==> src/rtl/wbp_pkg.sv <==
package wbp_pkg;
    localparam int BUS_BYTES = 2;

    typedef enum logic [1:0] {
        F_IDLE = 2'd0,
        F_REQ  = 2'd1,
        F_HAVE = 2'd2
    } fetch_state_e;
endpackage

==> src/rtl/wbp_lane_pick.sv <==
module wbp_lane_pick #(
    parameter int MEM_BYTES = 4,
    localparam int LB = $clog2(MEM_BYTES)
) (
    input  logic [8*MEM_BYTES-1:0] word,
    input  logic [LB-1:0]          lane,
    output logic [7:0]             sel
);
    logic [7:0] lanes [MEM_BYTES];

    for (genvar g = 0; g < MEM_BYTES; g++) begin : g_lane
        assign lanes[g] = word[8*g +: 8];
    end

    assign sel = lanes[lane];
endmodule

==> src/rtl/wbp_fetch.sv <==
module wbp_fetch
    import wbp_pkg::*;
#(
    parameter int AW        = 16,
    parameter int CW        = 12,
    parameter int MEM_BYTES = 4,
    localparam int LB = $clog2(MEM_BYTES),
    localparam int MW = 8 * MEM_BYTES
) (
    input  logic          clk,
    input  logic          rst_n,
    input  logic          start,
    input  logic [AW-1:0] start_addr,
    input  logic [CW-1:0] start_count,
    output logic          busy,
    output logic          mem_req,
    output logic [AW-1:0] mem_addr,
    input  logic          mem_valid,
    input  logic [MW-1:0] mem_rdata,
    output logic          byte_valid,
    output logic [7:0]    byte_data,
    output logic          byte_last,
    input  logic          byte_take
);
    typedef struct packed {
        fetch_state_e  st;
        logic [AW-1:0] addr;
        logic [CW-1:0] left;
        logic [MW-1:0] word;
    } fetch_regs_t;

    fetch_regs_t r_d, r_q;

    always_comb begin
        r_d = r_q;
        case (r_q.st)
            F_IDLE: begin
                if (start) begin
                    r_d.st   = F_REQ;
                    r_d.addr = start_addr;
                    r_d.left = start_count;
                end
            end
            F_REQ: begin
                if (mem_valid) begin
                    r_d.word = mem_rdata;
                    r_d.st   = F_HAVE;
                end
            end
            F_HAVE: begin
                if (byte_take) begin
                    r_d.addr = r_q.addr + 1'b1;
                    r_d.left = r_q.left - 1'b1;
                    if (r_q.left == CW'(1))
                        r_d.st = F_IDLE;
                    else if (&r_q.addr[LB-1:0])
                        r_d.st = F_REQ;
                end
            end
            default: r_d.st = F_IDLE;
        endcase
    end

    always_ff @(posedge clk) begin
        if (!rst_n) r_q <= '0;
        else        r_q <= r_d;
    end

    wbp_lane_pick #(.MEM_BYTES(MEM_BYTES)) u_pick (
        .word (r_q.word),
        .lane (r_q.addr[LB-1:0]),
        .sel  (byte_data)
    );

    assign busy       = (r_q.st != F_IDLE);
    assign mem_req    = (r_q.st == F_REQ);
    assign mem_addr   = {r_q.addr[AW-1:LB], {LB{1'b0}}};
    assign byte_valid = (r_q.st == F_HAVE);
    assign byte_last  = (r_q.left == CW'(1));
endmodule

==> src/rtl/wbp_pair.sv <==
module wbp_pair
    import wbp_pkg::*;
(
    input  logic                   clk,
    input  logic                   rst_n,
    input  logic                   start,
    input  logic                   start_chain,
    input  logic                   start_send,
    input  logic                   zero_move,
    input  logic                   byte_valid,
    input  logic [7:0]             byte_data,
    input  logic                   byte_last,
    output logic                   byte_take,
    output logic                   bus_valid,
    input  logic                   bus_ready,
    output logic [8*BUS_BYTES-1:0] bus_data,
    output logic                   bus_single,
    output logic                   hold_flag,
    output logic [7:0]             hold_byte,
    output logic                   move_done
);
    typedef struct packed {
        logic                   chain;
        logic                   send;
        logic [7:0]             lo;
        logic                   lo_have;
        logic                   lo_held;
        logic                   ov;
        logic [8*BUS_BYTES-1:0] od;
        logic                   osingle;
        logic                   oheld;
        logic                   olast;
        logic [7:0]             hold;
        logic                   flag;
        logic                   done;
    } pair_regs_t;

    pair_regs_t p_d, p_q;
    logic       accept_w;

    assign byte_take = byte_valid && !p_q.ov;
    assign accept_w  = p_q.ov && bus_ready;

    always_comb begin
        p_d      = p_q;
        p_d.done = 1'b0;

        if (accept_w) begin
            p_d.ov = 1'b0;
            if (p_q.oheld) p_d.flag = 1'b0;
            if (p_q.olast) p_d.done = 1'b1;
        end

        if (zero_move) p_d.done = 1'b1;

        if (start) begin
            p_d.chain = start_chain;
            p_d.send  = start_send;
            if (start_send && p_q.flag) begin
                p_d.lo      = p_q.hold;
                p_d.lo_have = 1'b1;
                p_d.lo_held = 1'b1;
            end else begin
                p_d.lo_have = 1'b0;
                p_d.lo_held = 1'b0;
            end
        end

        if (byte_take) begin
            if (p_q.lo_have) begin
                p_d.ov      = 1'b1;
                p_d.od      = {byte_data, p_q.lo};
                p_d.osingle = 1'b0;
                p_d.oheld   = p_q.lo_held;
                p_d.olast   = byte_last;
                p_d.lo_have = 1'b0;
                p_d.lo_held = 1'b0;
            end else if (byte_last) begin
                if (p_q.chain && p_q.send) begin
                    p_d.hold = byte_data;
                    p_d.flag = 1'b1;
                    p_d.done = 1'b1;
                end else begin
                    p_d.ov      = 1'b1;
                    p_d.od      = {8'h00, byte_data};
                    p_d.osingle = 1'b1;
                    p_d.oheld   = 1'b0;
                    p_d.olast   = 1'b1;
                end
            end else begin
                p_d.lo      = byte_data;
                p_d.lo_have = 1'b1;
                p_d.lo_held = 1'b0;
            end
        end
    end

    always_ff @(posedge clk) begin
        if (!rst_n) p_q <= '0;
        else        p_q <= p_d;
    end

    assign bus_valid  = p_q.ov;
    assign bus_data   = p_q.od;
    assign bus_single = p_q.osingle;
    assign hold_flag  = p_q.flag;
    assign hold_byte  = p_q.hold;
    assign move_done  = p_q.done;
endmodule

==> src/rtl/wide_byte_packer.sv <==
module wide_byte_packer #(
    parameter int AW        = 16,
    parameter int CW        = 12,
    parameter int MEM_BYTES = 4,
    localparam int MW = 8 * MEM_BYTES
) (
    input  logic          clk,
    input  logic          rst_n,
    input  logic          cmd_valid,
    output logic          cmd_ready,
    input  logic [AW-1:0] cmd_addr,
    input  logic [CW-1:0] cmd_count,
    input  logic          cmd_chain,
    input  logic          cmd_send,
    output logic          mem_req,
    output logic [AW-1:0] mem_addr,
    input  logic          mem_valid,
    input  logic [MW-1:0] mem_rdata,
    output logic          bus_valid,
    input  logic          bus_ready,
    output logic [15:0]   bus_data,
    output logic          bus_single,
    output logic          hold_flag,
    output logic [7:0]    hold_byte,
    output logic          move_done
);
    logic       fetch_busy;
    logic       accept_cmd;
    logic       start_move;
    logic       zero_move;
    logic       byte_valid;
    logic [7:0] byte_data;
    logic       byte_last;
    logic       byte_take;

    assign cmd_ready  = !fetch_busy && !bus_valid;
    assign accept_cmd = cmd_valid && cmd_ready;
    assign start_move = accept_cmd && (cmd_count != '0);
    assign zero_move  = accept_cmd && (cmd_count == '0);

    wbp_fetch #(.AW(AW), .CW(CW), .MEM_BYTES(MEM_BYTES)) u_fetch (
        .clk         (clk),
        .rst_n       (rst_n),
        .start       (start_move),
        .start_addr  (cmd_addr),
        .start_count (cmd_count),
        .busy        (fetch_busy),
        .mem_req     (mem_req),
        .mem_addr    (mem_addr),
        .mem_valid   (mem_valid),
        .mem_rdata   (mem_rdata),
        .byte_valid  (byte_valid),
        .byte_data   (byte_data),
        .byte_last   (byte_last),
        .byte_take   (byte_take)
    );

    wbp_pair u_pair (
        .clk         (clk),
        .rst_n       (rst_n),
        .start       (start_move),
        .start_chain (cmd_chain),
        .start_send  (cmd_send),
        .zero_move   (zero_move),
        .byte_valid  (byte_valid),
        .byte_data   (byte_data),
        .byte_last   (byte_last),
        .byte_take   (byte_take),
        .bus_valid   (bus_valid),
        .bus_ready   (bus_ready),
        .bus_data    (bus_data),
        .bus_single  (bus_single),
        .hold_flag   (hold_flag),
        .hold_byte   (hold_byte),
        .move_done   (move_done)
    );
endmodule

==> config.mk <==
export PLATFORM = sky130hd
export DESIGN_NAME = wide_byte_packer
export DESIGN_NICKNAME = d
export VERILOG_FILES = /design/src/rtl/wbp_pkg.sv /design/src/rtl/wbp_lane_pick.sv /design/src/rtl/wbp_fetch.sv /design/src/rtl/wbp_pair.sv /design/src/rtl/wide_byte_packer.sv
export SDC_FILE = /design/constraint.sdc
export NUM_CORES = 1
export LEC_CHECK = 0
export BUFFER_PORTS_ARGS = -buffer_cell sky130_fd_sc_hd__clkbuf_2
export CAP_MARGIN = 20
export CORE_ASPECT_RATIO = 0.5
export CORE_UTILIZATION = 40
export DETAILED_ROUTE_END_ITERATION = 8
export HOLD_SLACK_MARGIN = 0.12
export PLACE_DENSITY_LB_ADDON = 0.15
export SYNTH_ARGS = -nofsm -noshare
export SYNTH_HDL_FRONTEND = slang
export SYNTH_SLANG_ARGS = --single-unit
==> constraint.sdc <==
create_clock -name clk -period 2 [get_ports clk]
set_input_delay 0.3 -clock clk [delete_from_list [all_inputs] [get_ports clk]]
set_output_delay 0.3 -clock clk [all_outputs]
set_load 0.05 [all_outputs]
# [Word level (Yosys, flattened, before mapping)]
# Index checks and enable logic that the tools add are counted.
[word_totals] output_inout_bits=46 register_bits=104
[classes] magnitude_cmp=1 bitwise_logic=2 n_reduce_logical=22 add_sub_neg=2 mux=26 eq_ne=8
[ops] operator="30-bit 2-to-1 mux" count=3
[ops] operator="28-bit case mux with 2 select lines" count=1
[ops] operator="10-bit 2-to-1 mux" count=4
[ops] operator="40-bit 2-to-1 mux" count=1
[ops] operator="8-bit 2-to-1 mux" count=4
[ops] operator="22-bit 2-to-1 mux" count=1
[ops] operator="20-bit 2-to-1 mux" count=1
[ops] operator="16-bit by 1-bit adder with 16-bit output, second input constant" count=1
[ops] operator="8-bit binary-select mux with 2-bit select" count=1
[ops] operator="12-bit by 1-bit == test with 1-bit output, second input constant" count=1
[ops] operator="12-bit logical NOT" count=1
[ops] operator="12-bit nonzero test" count=1
[ops] operator="12-bit by 1-bit subtractor with 12-bit output, second input constant" count=1
[ops] operator="2-bit 2-to-1 mux" count=5
[ops] operator="1-bit logical AND" count=8
[ops] operator="4-bit AND reduction" count=2
[ops] operator="2-bit case mux with 3 select lines" count=1
[ops] operator="3-bit AND reduction" count=2
[ops] operator="2-bit nonzero test" count=3
[ops] operator="1-bit 2-to-1 mux" count=4
[ops] operator="2-bit by 1-bit inequality test with 1-bit output, second input constant" count=2
[ops] operator="2-bit inequality test, second input constant" count=2
[ops] operator="2-bit AND reduction" count=2
[ops] operator="3-bit >= comparator, second input constant" count=1
[ops] operator="other kinds (7)" count=8

# [Logic depth before layout (Yosys ltp)]
[depth] ltp_word=10 ltp_mapped=7 depth_no_buf=6

# [Modules after synthesis]
# Synthesis repeated with hierarchy kept, for this count alone.
[unflattened] cells_unflattened=653 hier_area_um2=5511.5
[modules_own_cells] module="wbp_fetch" cells_each=427 n_inst=1 seq_area_each_um2=1241.2 area_each_um2=3363.2
[modules_own_cells] module="wbp_pair" cells_each=208 n_inst=1 seq_area_each_um2=840.8 area_each_um2=1891.8
[modules_own_cells] module="wbp_lane_pick" cells_each=10 n_inst=1 seq_area_each_um2=0.0 area_each_um2=196.4
[modules_own_cells] module="wide_byte_packer" cells_each=8 n_inst=1 seq_area_each_um2=0.0 area_each_um2=60.1

# [Least setup slack after synthesis]
# OpenSTA, ideal clock, no wires.
[synth_path] path_type="register to output" start="register u_fetch.r_q[61] (netlist bit)" end="output cmd_ready" stages_incl_launch_ff=4 arrival_ns=1.762 t_required_ns=1.700 slack_ns=-0.062 path_cell_list="dfxtp_1 buf_2 clkbuf_1 nor3_1"
[synth_between] elab_chain_len=3
[synth_rtl] item="start, declared" line_no="wbp_fetch.sv:32" source="fetch_regs_t r_d, r_q;"
[synth_rtl] item="start signal, assigned" line_no="wbp_fetch.sv:66" source="else r_q <= r_d;"
[synth_rtl] item="2-bit nonzero test" line_no="wbp_fetch.sv:75" source="assign busy = (r_q.st != F_IDLE);"
[synth_rtl] item="1-bit logical NOT" line_no="wide_byte_packer.sv:36" source="assign cmd_ready = !fetch_busy && !bus_valid;"
[synth_rtl] item="1-bit logical AND" line_no="wide_byte_packer.sv:36"
[synth_rtl] item="end, declared" line_no="wide_byte_packer.sv:10" source="output logic cmd_ready,"
# Every way passes these cells.

# [Worst setup path in the final report]
[layout_path] start="register u_fetch.r_q[33] (netlist bit)" end="register u_pair.p_q, in the netlist u_pair.bus_data[2]"
[layout_between] elab_chain_len=3
[layout_rtl] item="12-bit by 1-bit == test with 1-bit output" line_no="wbp_fetch.sv:79" source="assign byte_last = (r_q.left == CW'(1));"
[layout_rtl] item="2-bit nonzero test (no line)"
[layout_rtl] item="3-bit AND reduction (no line)"
[layout_rtl] item="end signal, assigned" line_no="wbp_pair.sv:100" source="else p_q <= p_d;"
[layout_rtl] item="end, declared" line_no="wbp_pair.sv:38" source="pair_regs_t p_d, p_q;"
# Every way passes these cells.
# A chain may end at the register's enable or synchronous reset.

==> out/qor.yml <==
dr.pass1.iters: 5
r2r-end: "u_pair.bus_data[2]$_SDFFE_PN0P_"
antenna_found_initial: 0
routed_wl_um: 15600
dp_hpwl_um: 11100
syn_area_um2: 5440
die_h_um: 84.5
core_area_um2: 13000
clock_skew_ns: 0.0137
synth_edf_count: 0
antenna_cells: 0
synth_compound_area_share_pct: 27.1
synth-seq-area-share_pct: 38.3
num_vias: 5283
worstSetupPathType: "reg -> reg"
start_kind: "flop"
status: "finished, final reports clean"
io_buffers: 110
leakage_nw: 2.53
first_global_vias: 4883
yosysWarnings: 0
placed_area_um2: 6210
die_width_um: 167
layout-drive-gt1-share_pct: 31.3
tritoncts: "built"
h-tree-depth: 3
timing.fmax_ghz: 0.512
synth.area.mux_share_pct: 3.68
min_period_ns: 1.95
synth_cells: 650
hold_path_class: "in -> reg"
layout.nets: 816
grt_pass1_wl_um: 25300
ios: 113
vias_per_cell: 5.74
synthXorXnorAreaFrac_pct: 0
p_per_area_nw_per_um2: 980
rr_worst_depth: 7
fin_area_um2: 6630
maxSlewViolCount: 0
setup_tns_ns: 0
period_share_pct: 97.7
rrSetupSlack_ns: 0.05
worstHoldPathCells: 3
hold_violations: 0
detail_route.wl_per_cell_um: 16.9
insertion_delay_ns: 0.36
syn_area_per_cell_um2: 8.37
critPathArrivalTime_ns: 2.21
drc_errors: 0
grt_overflow: 0
syn_to_final_growth_pct: 21.9
cts.root.buffer_cell: "clkbuf_16"
relSlewSlack_pct: 63.8
fp.dieArea_um2: 14100
grt_start_max_net_pins: 51
start_util_pct: 42.0
timing.rr.start: "u_fetch.r_q[33]$_SDFFE_PN0P_"
rows: 29
register_area_um2: 2090
layoutNonFillerInstCount: 921
crit_required_ns: 2.26
min_to: "u_fetch.r_q[22]$_SDFFE_PN0P_"
synth_cell_type_count: 70
place_inst: 900
yosys.area_share.simple_pct: 19.3
max-clock-path-buffers: 2
synth_top_family_by_area: "compound AO/OA/AOI/OAI gates"
cts_hold_buf: 0
drv_cap: 0
drt-initial-drc-count: 368
crit_path_end_kind: "flop"
numCtsBuffers: 9
synthFlopType: "dfxtp_1"
vdd_ir_drop_max_v: 0.000456
antenna_left: 0
cts.sinks: 104
cts.clk_slew.worst_paths_ns: 0.09
async_flop_share_pct: 0
ys_ff_latch: 104
gp_congestion: 0.867
multi_input_area_um2: 2830
synthAdderAreaFrac_pct: 0.690
fillers: 1260
setup_viol: 0
grt_usage_pct: 22.4
hp-start: "mem_rdata[22]"
cp_max_fo: 8
worst_slew_pin_slew_ns: 0.542
[synth_stat cells (10+ instances only)]
library cell / count / area share, %
a21oi_1: 78 / 7.2
a22oi_1: 12 / 1.7
a32o_1: 14 / 2.6
buf_4: 43 / 5.9
clkbuf_1: 41 / 2.8
dfxtp_1: 104 / 38
inv_1: 14 / 0.97
nand2_1: 96 / 6.6
nand3_1: 16 / 1.5
nor2_1: 30 / 2.1
nor3_1: 10 / 0.92
o21ai_0: 30 / 2.8
o22ai_1: 13 / 1.5
o31a_1: 11 / 1.8
[stage by stage]
| stage | utilization (%) | power (mW) | hold slack (ns) | setup slack [ns] |
|---|---|---|---|---|
| detailed placement | 48.0 | 4.63 | 0.446 | -0.125 |
| finish | 51.2 | 6.50 | 0.149 | 0.0463 |
| CTS | 50.7 | 6.50 | 0.144 | 0.0604 |
| floorplan | - | 3.97 | 0.433 | 0.0492 |
| global placement | 48.0 | 4.62 | 0.441 | -0.109 |
| global route | 51.2 | 6.85 | 0.140 | -0.0169 |
[registers in the layout (all words and copies together) (netlist names)]
name,cells
u_pair.bus_single,1
u_pair.hold_byte,8
u_fetch.r_q,48
u_pair.move_done,1
u_pair.hold_flag,1
u_pair.bus_valid,1
u_pair.p_q,14
u_fetch.mem_addr,14
u_pair.bus_data,16
[area by class of cell]
type                       count  share of cell area, %
clock buffer                   9                   3.40
clock inverter                 7                   1.57
inverter                      15                  0.849
multi-input combinational    438                   42.6
sequential                   104                   31.4
tap                          170                   3.21
timing repair buffer         178                   16.9
[worst max-delay path by stage]
stage	to	slack (ns)	start
final	u_pair.bus_data[2]$_SDFFE_PN0P_	0.05	u_fetch.r_q[33]$_SDFFE_PN0P_
after global routing	u_pair.bus_data[7]$_SDFFE_PN0P_	-0.02	u_fetch.r_q[33]$_SDFFE_PN0P_
after CTS	u_fetch.r_q[60]$_SDFFE_PN0P_	0.06	u_fetch.r_q[33]$_SDFFE_PN0P_
after detailed placement	u_fetch.mem_addr[12]$_SDFFE_PN0P_	-0.12	cmd_count[0]
after global placement	u_fetch.mem_addr[12]$_SDFFE_PN0P_	-0.11	cmd_count[3]
after floorplan	u_fetch.mem_addr[12]$_SDFFE_PN0P_	0.05	cmd_count[3]
[where the power goes]
part | internal (mW) | switching [mW]
clock network | 0.916 | 0.931
logic | 0.873 | 1.30
registers | 2.28 | 0.199
total | 4.07 | 2.43
[cell usage in the layout (no fill, tap or decap), types with 4 or more instances in the layout]
| cell | Yosys | final |
|---|---|---|
| a22oi_1 | 12 | 12 |
| o21ai_0 | 30 | 30 |
| buf_4 | 43 | 63 |
| clkinv_8 | 0 | 5 |
| and2_1 | 4 | 4 |
| nand2_1 | 96 | 96 |
| mux4_2 | 8 | 8 |
| o31a_1 | 11 | 11 |
| nand2b_1 | 4 | 4 |
| nand4_1 | 4 | 4 |
| clkbuf_2 | 0 | 110 |
| nand3_1 | 16 | 16 |
| nor3_1 | 10 | 8 |
| nor2_1 | 30 | 30 |
| or4_1 | 6 | 6 |
| a221oi_1 | 9 | 8 |
| o221a_2 | 5 | 5 |
| o221ai_1 | 4 | 4 |
| buf_12 | 0 | 5 |
| o22ai_1 | 13 | 13 |
| clkbuf_16 | 0 | 9 |
| nor4_1 | 9 | 9 |
| a32o_1 | 14 | 14 |
| dfxtp_1 | 104 | 101 |
| a21oi_1 | 78 | 78 |
| a31oi_1 | 8 | 8 |
| o32ai_1 | 8 | 8 |
| inv_1 | 14 | 13 |
| and4_1 | 4 | 4 |
[metal layers]
metal | global-route usage (%) | routed length [µm] | share of wire, %
met5 | 0 | 0 | 0
met1 | 31.3 | 7420 | 48
met3 | 5.09 | 1010 | 6.5
met2 | 35.6 | 7040 | 45
met4 | 4.29 | 129 | 0.83
[logic make-up after synthesis]
family                     Yosys count
and+or+nand+nor                    207
DFF                                104
muxes                               10
AOI/OAI and AO/OA                  216
buffers and inverters              109
other                                1
adders and majority gates            3
[critical path, stage by stage, from the launching register on]
cell and delay (ns):
dfxtp_2 0.33, inv_2 0.07, ha_4 0.12, or4b_4 0.50
nor3_4 0.27, buf_4 0.17, nand3_4 0.12, a221oi_1 0.29
[timing repair]
| action | in CTS | in global routing |
|---|---|---|
| setup endpoints to repair | 9 | 27 |
| pin swaps | 1 | 7 |
| gates resized for setup | 2 | 11 |
| setup buffers | 2 | 3 |
| hold endpoints to repair | 0 | 0 |
No activity file was read; power rests on OpenSTA's default activity.
